$ cat config.mk
export PLATFORM = sky130hd
export DESIGN_NAME = xfr_framer
export DESIGN_NICKNAME = d
export VERILOG_FILES = /design/src/rtl/xfr_pkg.sv /design/src/rtl/xfr_slot_ctr.sv /design/src/rtl/xfr_capture.sv /design/src/rtl/xfr_word.sv /design/src/rtl/xfr_framer.sv
export SDC_FILE = /design/constraint.sdc
export NUM_CORES = 1
export LEC_CHECK = 0
export BUFFER_PORTS_ARGS = -buffer_cell sky130_fd_sc_hd__buf_2
export CORE_MARGIN = 1
export CORE_UTILIZATION = 35
export CTS_CLUSTER_SIZE = 12
export DETAILED_ROUTE_END_ITERATION = 7
export GPL_ROUTABILITY_DRIVEN = 0
export GPL_TIMING_DRIVEN = 0
export HOLD_SLACK_MARGIN = 0.12
export PLACE_DENSITY_LB_ADDON = 0.25
export SYNTH_ARGS = -nofsm -noshare
export SYNTH_HDL_FRONTEND = slang
export SYNTH_HIERARCHICAL = 1
export SYNTH_SLANG_ARGS = --single-unit
$ cat constraint.sdc
create_clock -name clk -period 13.1 [get_ports clk]
set_input_delay 2.62 -clock clk [delete_from_list [all_inputs] [get_ports clk]]
set_output_delay 2.62 -clock clk [all_outputs]
set_load 0.005 [all_outputs]
$ cat src/rtl/xfr_pkg.sv
package xfr_pkg;
  function automatic int ceil_div(input int num, input int den);
    return (num + den - 1) / den;
  endfunction
endpackage

$ cat src/rtl/xfr_slot_ctr.sv
module xfr_slot_ctr #(
  parameter int XFERS = 8,
  parameter int SLOTS = 159,
  localparam int IDX_W = $clog2(XFERS),
  localparam int SLOT_W = $clog2(SLOTS)
) (
  input  logic              clk,
  input  logic              rst,
  input  logic              xfer_en,
  input  logic              turn_start,
  output logic [IDX_W-1:0]  idx,
  output logic [SLOT_W-1:0] slot,
  output logic [SLOT_W-1:0] next_slot,
  output logic              frame_go,
  output logic              locked,
  output logic              turn_err
);
  logic last_idx;
  logic last_slot;

  always_comb begin
    last_idx  = (idx == IDX_W'(XFERS - 1));
    last_slot = (slot == SLOT_W'(SLOTS - 1));
    frame_go  = xfer_en && (turn_start || (locked && last_idx));
    if (turn_start || last_slot) next_slot = '0;
    else                         next_slot = slot + SLOT_W'(1);
  end

  always_ff @(posedge clk) begin
    if (rst) begin
      idx      <= '0;
      slot     <= '0;
      locked   <= 1'b0;
      turn_err <= 1'b0;
    end else if (xfer_en) begin
      if (turn_start) begin
        idx      <= '0;
        slot     <= '0;
        locked   <= 1'b1;
        turn_err <= 1'b0;
      end else if (locked) begin
        if (last_idx) begin
          idx  <= '0;
          slot <= next_slot;
          if (last_slot) turn_err <= 1'b1;
        end else begin
          idx <= idx + IDX_W'(1);
        end
      end
    end
  end

  AST_IDX_STEP: assert property (@(posedge clk) disable iff (rst)
    xfer_en && locked && !turn_start && !last_idx |=> idx == $past(idx) + IDX_W'(1));
  AST_SLOT_MAX: assert property (@(posedge clk) disable iff (rst)
    slot <= SLOT_W'(SLOTS - 1));
  AST_IDLE_HOLD: assert property (@(posedge clk) disable iff (rst)
    !xfer_en |=> $stable(idx) && $stable(slot) && $stable(turn_err));
  AST_MARK_RESTART: assert property (@(posedge clk) disable iff (rst)
    xfer_en && turn_start |=> idx == '0 && slot == '0 && !turn_err);
endmodule

$ cat src/rtl/xfr_capture.sv
module xfr_capture #(
  parameter int CODES = 32,
  parameter int CODE_W = 8,
  parameter int SLOT_W = 8,
  localparam int BUF_W = CODES * CODE_W
) (
  input  logic              clk,
  input  logic              rst,
  input  logic              frame_go,
  input  logic [SLOT_W-1:0] next_slot,
  input  logic [BUF_W-1:0]  codes_in,
  output logic [BUF_W-1:0]  buf_q,
  output logic [CODE_W-1:0] chk_q
);
  logic [CODE_W-1:0] sum;

  always_comb begin
    sum = CODE_W'(next_slot);
    for (int i = 0; i < CODES; i++) sum = sum + codes_in[i*CODE_W +: CODE_W];
  end

  always_ff @(posedge clk) begin
    if (rst) begin
      buf_q <= '0;
      chk_q <= '0;
    end else if (frame_go) begin
      buf_q <= codes_in;
      chk_q <= sum;
    end
  end

  AST_CAPTURE_HOLD: assert property (@(posedge clk) disable iff (rst)
    !frame_go |=> $stable(chk_q) && $stable(buf_q));
endmodule

$ cat src/rtl/xfr_word.sv
module xfr_word #(
  parameter int XFERS = 8,
  parameter int CODES = 32,
  parameter int CODE_W = 8,
  parameter int SLOT_W = 8,
  parameter int SPARE_W = 3,
  parameter int PARTS = 3,
  parameter int COPIES = 3,
  localparam int IDX_W = $clog2(XFERS),
  localparam int DATA_W = (CODES / XFERS) * CODE_W,
  localparam int WORD_W = DATA_W + 1 + SPARE_W,
  localparam int FIELD_W = PARTS * SPARE_W,
  localparam int BUF_W = CODES * CODE_W
) (
  input  logic                     clk,
  input  logic                     rst,
  input  logic                     locked,
  input  logic [IDX_W-1:0]         idx,
  input  logic [SLOT_W-1:0]        slot,
  input  logic [BUF_W-1:0]         buf_q,
  input  logic [CODE_W-1:0]        chk_q,
  output logic [COPIES*WORD_W-1:0] link_out,
  output logic                     frame_start
);
  logic [WORD_W-1:0]  word;
  logic [SPARE_W-1:0] spare;
  logic [FIELD_W-1:0] chk_f;
  logic [FIELD_W-1:0] id_f;

  always_comb begin
    chk_f = FIELD_W'(chk_q);
    id_f  = FIELD_W'(slot);
    spare = '0;
    if (int'(idx) < PARTS)
      spare = chk_f[int'(idx)*SPARE_W +: SPARE_W];
    else if (int'(idx) < 2 * PARTS)
      spare = id_f[(int'(idx) - PARTS)*SPARE_W +: SPARE_W];
    if (locked) word = {spare, (idx == '0), buf_q[int'(idx)*DATA_W +: DATA_W]};
    else        word = '0;
  end

  for (genvar c = 0; c < COPIES; c++) begin : g_copy
    always_ff @(posedge clk) begin
      if (rst) link_out[c*WORD_W +: WORD_W] <= '0;
      else     link_out[c*WORD_W +: WORD_W] <= word;
    end
  end

  always_ff @(posedge clk) begin
    if (rst) frame_start <= 1'b0;
    else     frame_start <= locked && (idx == '0);
  end

  AST_SYNC_FIRST: assert property (@(posedge clk) disable iff (rst)
    frame_start |-> $past(idx) == '0 && $past(locked));
  AST_COPY_MATCH: assert property (@(posedge clk) disable iff (rst)
    link_out[WORD_W-1:0] == link_out[COPIES*WORD_W-1 -: WORD_W]);
endmodule

$ cat src/rtl/xfr_framer.sv
module xfr_framer #(
  parameter int CODES = 32,
  parameter int CODE_W = 8,
  parameter int XFERS = 8,
  parameter int SLOTS = 159,
  parameter int SPARE_W = 3,
  parameter int COPIES = 3,
  localparam int IDX_W = $clog2(XFERS),
  localparam int SLOT_W = $clog2(SLOTS),
  localparam int PARTS = xfr_pkg::ceil_div(CODE_W, SPARE_W),
  localparam int WORD_W = (CODES / XFERS) * CODE_W + 1 + SPARE_W
) (
  input  logic                     clk,
  input  logic                     rst,
  input  logic                     xfer_en,
  input  logic                     turn_start,
  input  logic [CODES*CODE_W-1:0]  codes_in,
  output logic [COPIES*WORD_W-1:0] link_out,
  output logic                     frame_start,
  output logic                     turn_err
);
  logic [IDX_W-1:0]        idx;
  logic [SLOT_W-1:0]       slot;
  logic [SLOT_W-1:0]       next_slot;
  logic                    frame_go;
  logic                    locked;
  logic [CODES*CODE_W-1:0] buf_q;
  logic [CODE_W-1:0]       chk_q;

  xfr_slot_ctr #(.XFERS(XFERS), .SLOTS(SLOTS)) u_ctr (
    .clk(clk), .rst(rst), .xfer_en(xfer_en), .turn_start(turn_start),
    .idx(idx), .slot(slot), .next_slot(next_slot), .frame_go(frame_go),
    .locked(locked), .turn_err(turn_err)
  );

  xfr_capture #(.CODES(CODES), .CODE_W(CODE_W), .SLOT_W(SLOT_W)) u_cap (
    .clk(clk), .rst(rst), .frame_go(frame_go), .next_slot(next_slot),
    .codes_in(codes_in), .buf_q(buf_q), .chk_q(chk_q)
  );

  xfr_word #(.XFERS(XFERS), .CODES(CODES), .CODE_W(CODE_W), .SLOT_W(SLOT_W),
             .SPARE_W(SPARE_W), .PARTS(PARTS), .COPIES(COPIES)) u_word (
    .clk(clk), .rst(rst), .locked(locked), .idx(idx), .slot(slot),
    .buf_q(buf_q), .chk_q(chk_q), .link_out(link_out), .frame_start(frame_start)
  );

  AST_ERR_ONLY_WRAP: assert property (@(posedge clk) disable iff (rst)
    $rose(turn_err) |-> $past(slot) == SLOT_W'(SLOTS - 1) && slot == '0);
endmodule

==> flow_results.xml <==
<?xml version="1.0" encoding="UTF-8"?>
<metrics>
  <group name="logic_synthesis">
    <metric name="synth-async-reset-ratio" unit="%">0</metric>
    <metric name="ys_ff_latch" unit="">314</metric>
    <metric name="proportion_of_synthesized_chip_area_in_sequential_cells" unit="%">32.6</metric>
    <metric name="post_synth_and_or_nand_nor_area_fraction" unit="%">7.93</metric>
    <metric name="synth_top_family_by_area" unit="">adder cells</metric>
    <metric name="synth_top_area_share" unit="%">32.6</metric>
    <metric name="synth-adder-area-share" unit="%">21.9</metric>
    <metric name="synth_fp_nets" unit="">2308</metric>
    <metric name="syn_area_per_cell" unit="um^2">10.6</metric>
    <metric name="synth_area" unit="mm^2">0.0193</metric>
    <metric name="post_synth_edffs" unit="">0</metric>
    <metric name="synthesis.yosys.warnings" unit="">6</metric>
    <metric name="synth-compound-area-share" unit="%">2.56</metric>
    <metric name="synth-main-ff-cell" unit="">dfxtp_1</metric>
    <metric name="yosysUniqueCellTypes" unit="">49</metric>
    <metric name="synth.mux.area_fraction" unit="%">21.6</metric>
    <metric name="synthCells" unit="">1825</metric>
    <metric name="synth_top_cells_by_area" unit="">dfxtp_1 33%, fa_1 20%, mux2i_1 14%, mux4_2 7.5%, nor2_1 5.4%</metric>
    <metric name="synth_top_cell_by_area" unit="">dfxtp_1</metric>
    <metric name="synth-xor-area-share" unit="%">3.42</metric>
  </group>
  <group name="layout">
    <metric name="final_common_cell" unit="">buf_2</metric>
    <metric name="mostFrequentLayoutCells" unit="">396 x buf_2, 314 x dfxtp_1, 280 x nor2_1</metric>
    <metric name="nNetsFinal" unit="">2718</metric>
    <metric name="final-instance-count-excl-fill" unit="">2962</metric>
    <metric name="register_area" unit="mm^2">0.00629</metric>
    <metric name="fill_cells" unit="">5221</metric>
    <metric name="syn2layout_area_growth" unit="%">21.2</metric>
    <metric name="multi_input_area" unit="mm^2">0.0111</metric>
    <metric name="layout-drive-gt1-share" unit="%">27.0</metric>
    <metric name="final_core_util" unit="%">43.2</metric>
  </group>
  <group name="critical_path">
    <metric name="slowest_delay" unit="ns">0.55</metric>
    <metric name="worst_r2r_startpoint" unit="">u_ctr/slot[0]$_SDFFE_PP0P_</metric>
    <metric name="critical_path_class" unit="">input pin to flip-flop</metric>
    <metric name="critPathLaunch" unit="">turn_start</metric>
    <metric name="crit_slowest_cell" unit="">fa_1</metric>
    <metric name="critical_path_endpoint_category" unit="">flip-flop</metric>
    <metric name="critical_path.max_fanout" unit="">8</metric>
    <metric name="timing.critical_path.arrival" unit="ns">9.42</metric>
    <metric name="cp_cell_sequence" unit="">buf_2 &gt; nand2b_1 &gt; nor2_1 &gt; fa_1 &gt; fa_1 &gt; fa_1 &gt; inv_1 &gt; fa_1 &gt; inv_1 &gt; fa_1 &gt; fa_1 &gt; fa_1 &gt; inv_1 &gt; fa_1 &gt; inv_1 &gt; ha_1 &gt; a21o_1 &gt; a21oi_2 &gt; xnor2_1 &gt; xnor3_1 &gt; xnor2_1 &gt; a211oi_2</metric>
    <metric name="crit_top_cell" unit="">fa_1</metric>
    <metric name="cp_data_required_time" unit="ns">13.53</metric>
    <metric name="critPathLaunchType" unit="">input pin</metric>
  </group>
  <group name="clock_tree">
    <metric name="cts.htree.levels" unit="">2</metric>
    <metric name="worstSkewPairLatency" unit="ns">0.59</metric>
    <metric name="clockBufferDepth" unit="">3</metric>
    <metric name="cts.repair.resized" unit="">0</metric>
    <metric name="cts_buffers" unit="">39</metric>
    <metric name="clock-sinks" unit="">314</metric>
    <metric name="cts_hold_buf" unit="">0</metric>
    <metric name="clock_tree.root_cell" unit="">clkbuf_16</metric>
    <metric name="cts_tree" unit="">done</metric>
    <metric name="postCtsSetupRepairBufs" unit="">0</metric>
    <metric name="cts.reportedPaths.clkPinSlew" unit="ns">0.06</metric>
  </group>
  <group name="timing">
    <metric name="totalNegativeSetupSlack" unit="ns">0</metric>
    <metric name="fin_hold_ws" unit="ns">0.480</metric>
    <metric name="finalHoldViolations" unit="">0</metric>
    <metric name="layout_worst_path_cycle_share" unit="%">68.6</metric>
    <metric name="report.final.setup_viol" unit="">0</metric>
    <metric name="timing.fmax" unit="MHz">111</metric>
    <metric name="worst_pin_slew" unit="ns">1.27</metric>
    <metric name="grt_setup_unrepaired" unit="">false</metric>
    <metric name="fin_skew" unit="ns">0.0229</metric>
    <metric name="max_slew_margin_vs_limit" unit="%">15.6</metric>
    <metric name="number_of_max_slew_violations_in_the_final_report" unit="">0</metric>
    <metric name="fin_crit" unit="ns">8.99</metric>
  </group>
  <group name="pwr">
    <metric name="sw_frac_of_total" unit="%">42.1</metric>
    <metric name="power.clock.fraction" unit="%">15.4</metric>
    <metric name="leakagePower" unit="nW">10.7</metric>
    <metric name="power_report.internal_total" unit="mW">4.43</metric>
    <metric name="worst_ir_drop_vdd" unit="mV">0.848</metric>
    <metric name="p_comb_share" unit="%">71.1</metric>
    <metric name="power_density" unit="mW/mm^2">327</metric>
    <metric name="sequentialPowerShare" unit="%">13.6</metric>
    <metric name="p_switching" unit="mW">3.22</metric>
  </group>
  <group name="hold_path">
    <metric name="critical_hold_path_startpoint" unit="">u_cap/chk_q[2]$_SDFFE_PP0P_</metric>
    <metric name="hold_class" unit="">flip-flop to flip-flop</metric>
  </group>
  <group name="placed_design">
    <metric name="io_buffers" unit="">369</metric>
    <metric name="place_inst" unit="">2890</metric>
    <metric name="detailedPlacementHpwl" unit="mm">59.0</metric>
  </group>
  <group name="global_routing">
    <metric name="globalRouteOverflowTotal" unit="">0</metric>
    <metric name="grt_max_degree" unit="">13</metric>
    <metric name="grt_antenna_before_repair" unit="">6</metric>
    <metric name="first_global_vias" unit="">15311</metric>
    <metric name="gr-usage-all-layers" unit="%">26.1</metric>
    <metric name="grt_first_pass_wirelength" unit="mm">103</metric>
  </group>
  <group name="floorplanning">
    <metric name="initial_core_util" unit="%">35.7</metric>
    <metric name="floorplan.die_area" unit="mm^2">0.0561</metric>
    <metric name="floorplan.die.height" unit="um">237</metric>
    <metric name="io-pin-count" unit="">370</metric>
    <metric name="row_count" unit="">85</metric>
    <metric name="core_area" unit="mm^2">0.0541</metric>
    <metric name="width_of_the_die" unit="um">237</metric>
  </group>
  <group name="drt">
    <metric name="detail_route.wirelength" unit="mm">72.5</metric>
    <metric name="first_iter_violations" unit="">1094</metric>
    <metric name="post-route-drc-count" unit="">0</metric>
    <metric name="vias" unit="">14666</metric>
    <metric name="ant_nets" unit="">0</metric>
    <metric name="routed_wire_length_per_instance" unit="um">24.5</metric>
    <metric name="drt_pre_antenna_iters" unit="">5</metric>
    <metric name="drt-vias-per-instance" unit="">4.95</metric>
  </group>
  <group name="outcome">
    <metric name="outcome" unit="">finished clean</metric>
  </group>
  <group name="run">
    <metric name="cap_viol_max_count" unit="">0</metric>
  </group>
</metrics>
[sequential cells by signal, summed over array words and instances (netlist names)]
signal and flops:
u_word/frame_start 1, u_cap/buf_q 256, u_ctr/turn_err 1, u_ctr/idx 3, u_cap/chk_q 8, u_ctr/slot 8
u_ctr/locked 1, u_word/link_out 36
[kinds of logic after synthesis]
group,Yosys count
xor gates and xnor gates,73
and+or+nand+nor,381
adders and majority gates,223
DFF,314
muxes,337
AOI/OAI and AO/OA,79
buffers and inverters,418
[synthesized netlist by cell type, types with 2 or more instances]
cell and instances:
a211oi_1 4, a21o_1 3, a21oi_1 41, a22oi_1 2
a31oi_1 5, and2_1 2, and3_1 3, buf_1 12
buf_2 27, buf_4 74, buf_6 5, clkbuf_1 43
dfxtp_1 314, fa_1 191, ha_1 32, inv_1 256
mux2i_1 273, mux4_2 64, nand2_1 73, nand2b_1 7
nand3_1 2, nand3b_1 2, nand4b_1 2, nor2_1 280
nor3b_1 2, o211ai_1 3, o21ai_0 6, o21ai_1 2
o221ai_1 4, o22ai_1 3, xnor2_1 60, xor2_1 11
[final cells by class]
class                   count  area share [%]
diodes                      2          0.0214
plain buffers             162            4.14
clock buffers              55            4.81
clock inverters            15            1.03
inverters                 256            4.11
multi-input cells        1093            47.4
flip-flops and latches    314            26.9
well taps                 696            3.72
repair buffers            369            7.90
[power groups by stage]
stage | sequential [mW] | combinational, mW | clock [mW]
final | 1.04 | 5.44 | 1.17
after global routing | 1.04 | 5.99 | 1.23
after CTS | 1.04 | 5.47 | 1.19
after detailed placement | 1.06 | 5.41 | 0
after global placement | 1.06 | 5.33 | 0
after floorplan | 1.05 | 4.19 | 0
[through the flow]
| step | power (mW) | setup WS (ns) | instance area [um^2] |
|---|---|---|---|
| floorplan | 5.24 | 4.39 | 19300 |
| global placement | 6.39 | 3.62 | 22000 |
| detailed placement | 6.47 | 3.58 | 22000 |
| CTS | 7.70 | 4.18 | 23400 |
| global route | 8.26 | 3.94 | 23400 |
| finish | 7.65 | 4.11 | 23400 |
[worst max-delay path, delay by kind of cell]
| family | cells | cell delay (ns) |
|---|---|---|
| adders and majority gates | 9 | 4.44 |
| xor gates and xnor gates | 3 | 0.82 |
| and+or+nand+nor | 2 | 0.66 |
| AOI/OAI and AO/OA | 3 | 0.51 |
| buffers and inverters | 5 | 0.36 |
[metal layers]
layer,share of wire [%],GRT usage [%]
met4,4.3,11.4
met2,47,43.5
met3,6.5,3.79
met5,0.012,0
met1,42,33.8
[path summary, 6_finish.rpt]
check,to,cells past startpoint,slack (ns)
max,u_cap/chk_q[7]$_SDFFE_PP0P_,22,4.11
min,u_cap/chk_q[2]$_SDFFE_PP0P_,2,0.48
max reg2reg,u_cap/chk_q[7]$_SDFFE_PP0P_,25,5.24
min reg2reg,u_cap/chk_q[2]$_SDFFE_PP0P_,2,0.48
(Power assumes the default switching activity.)
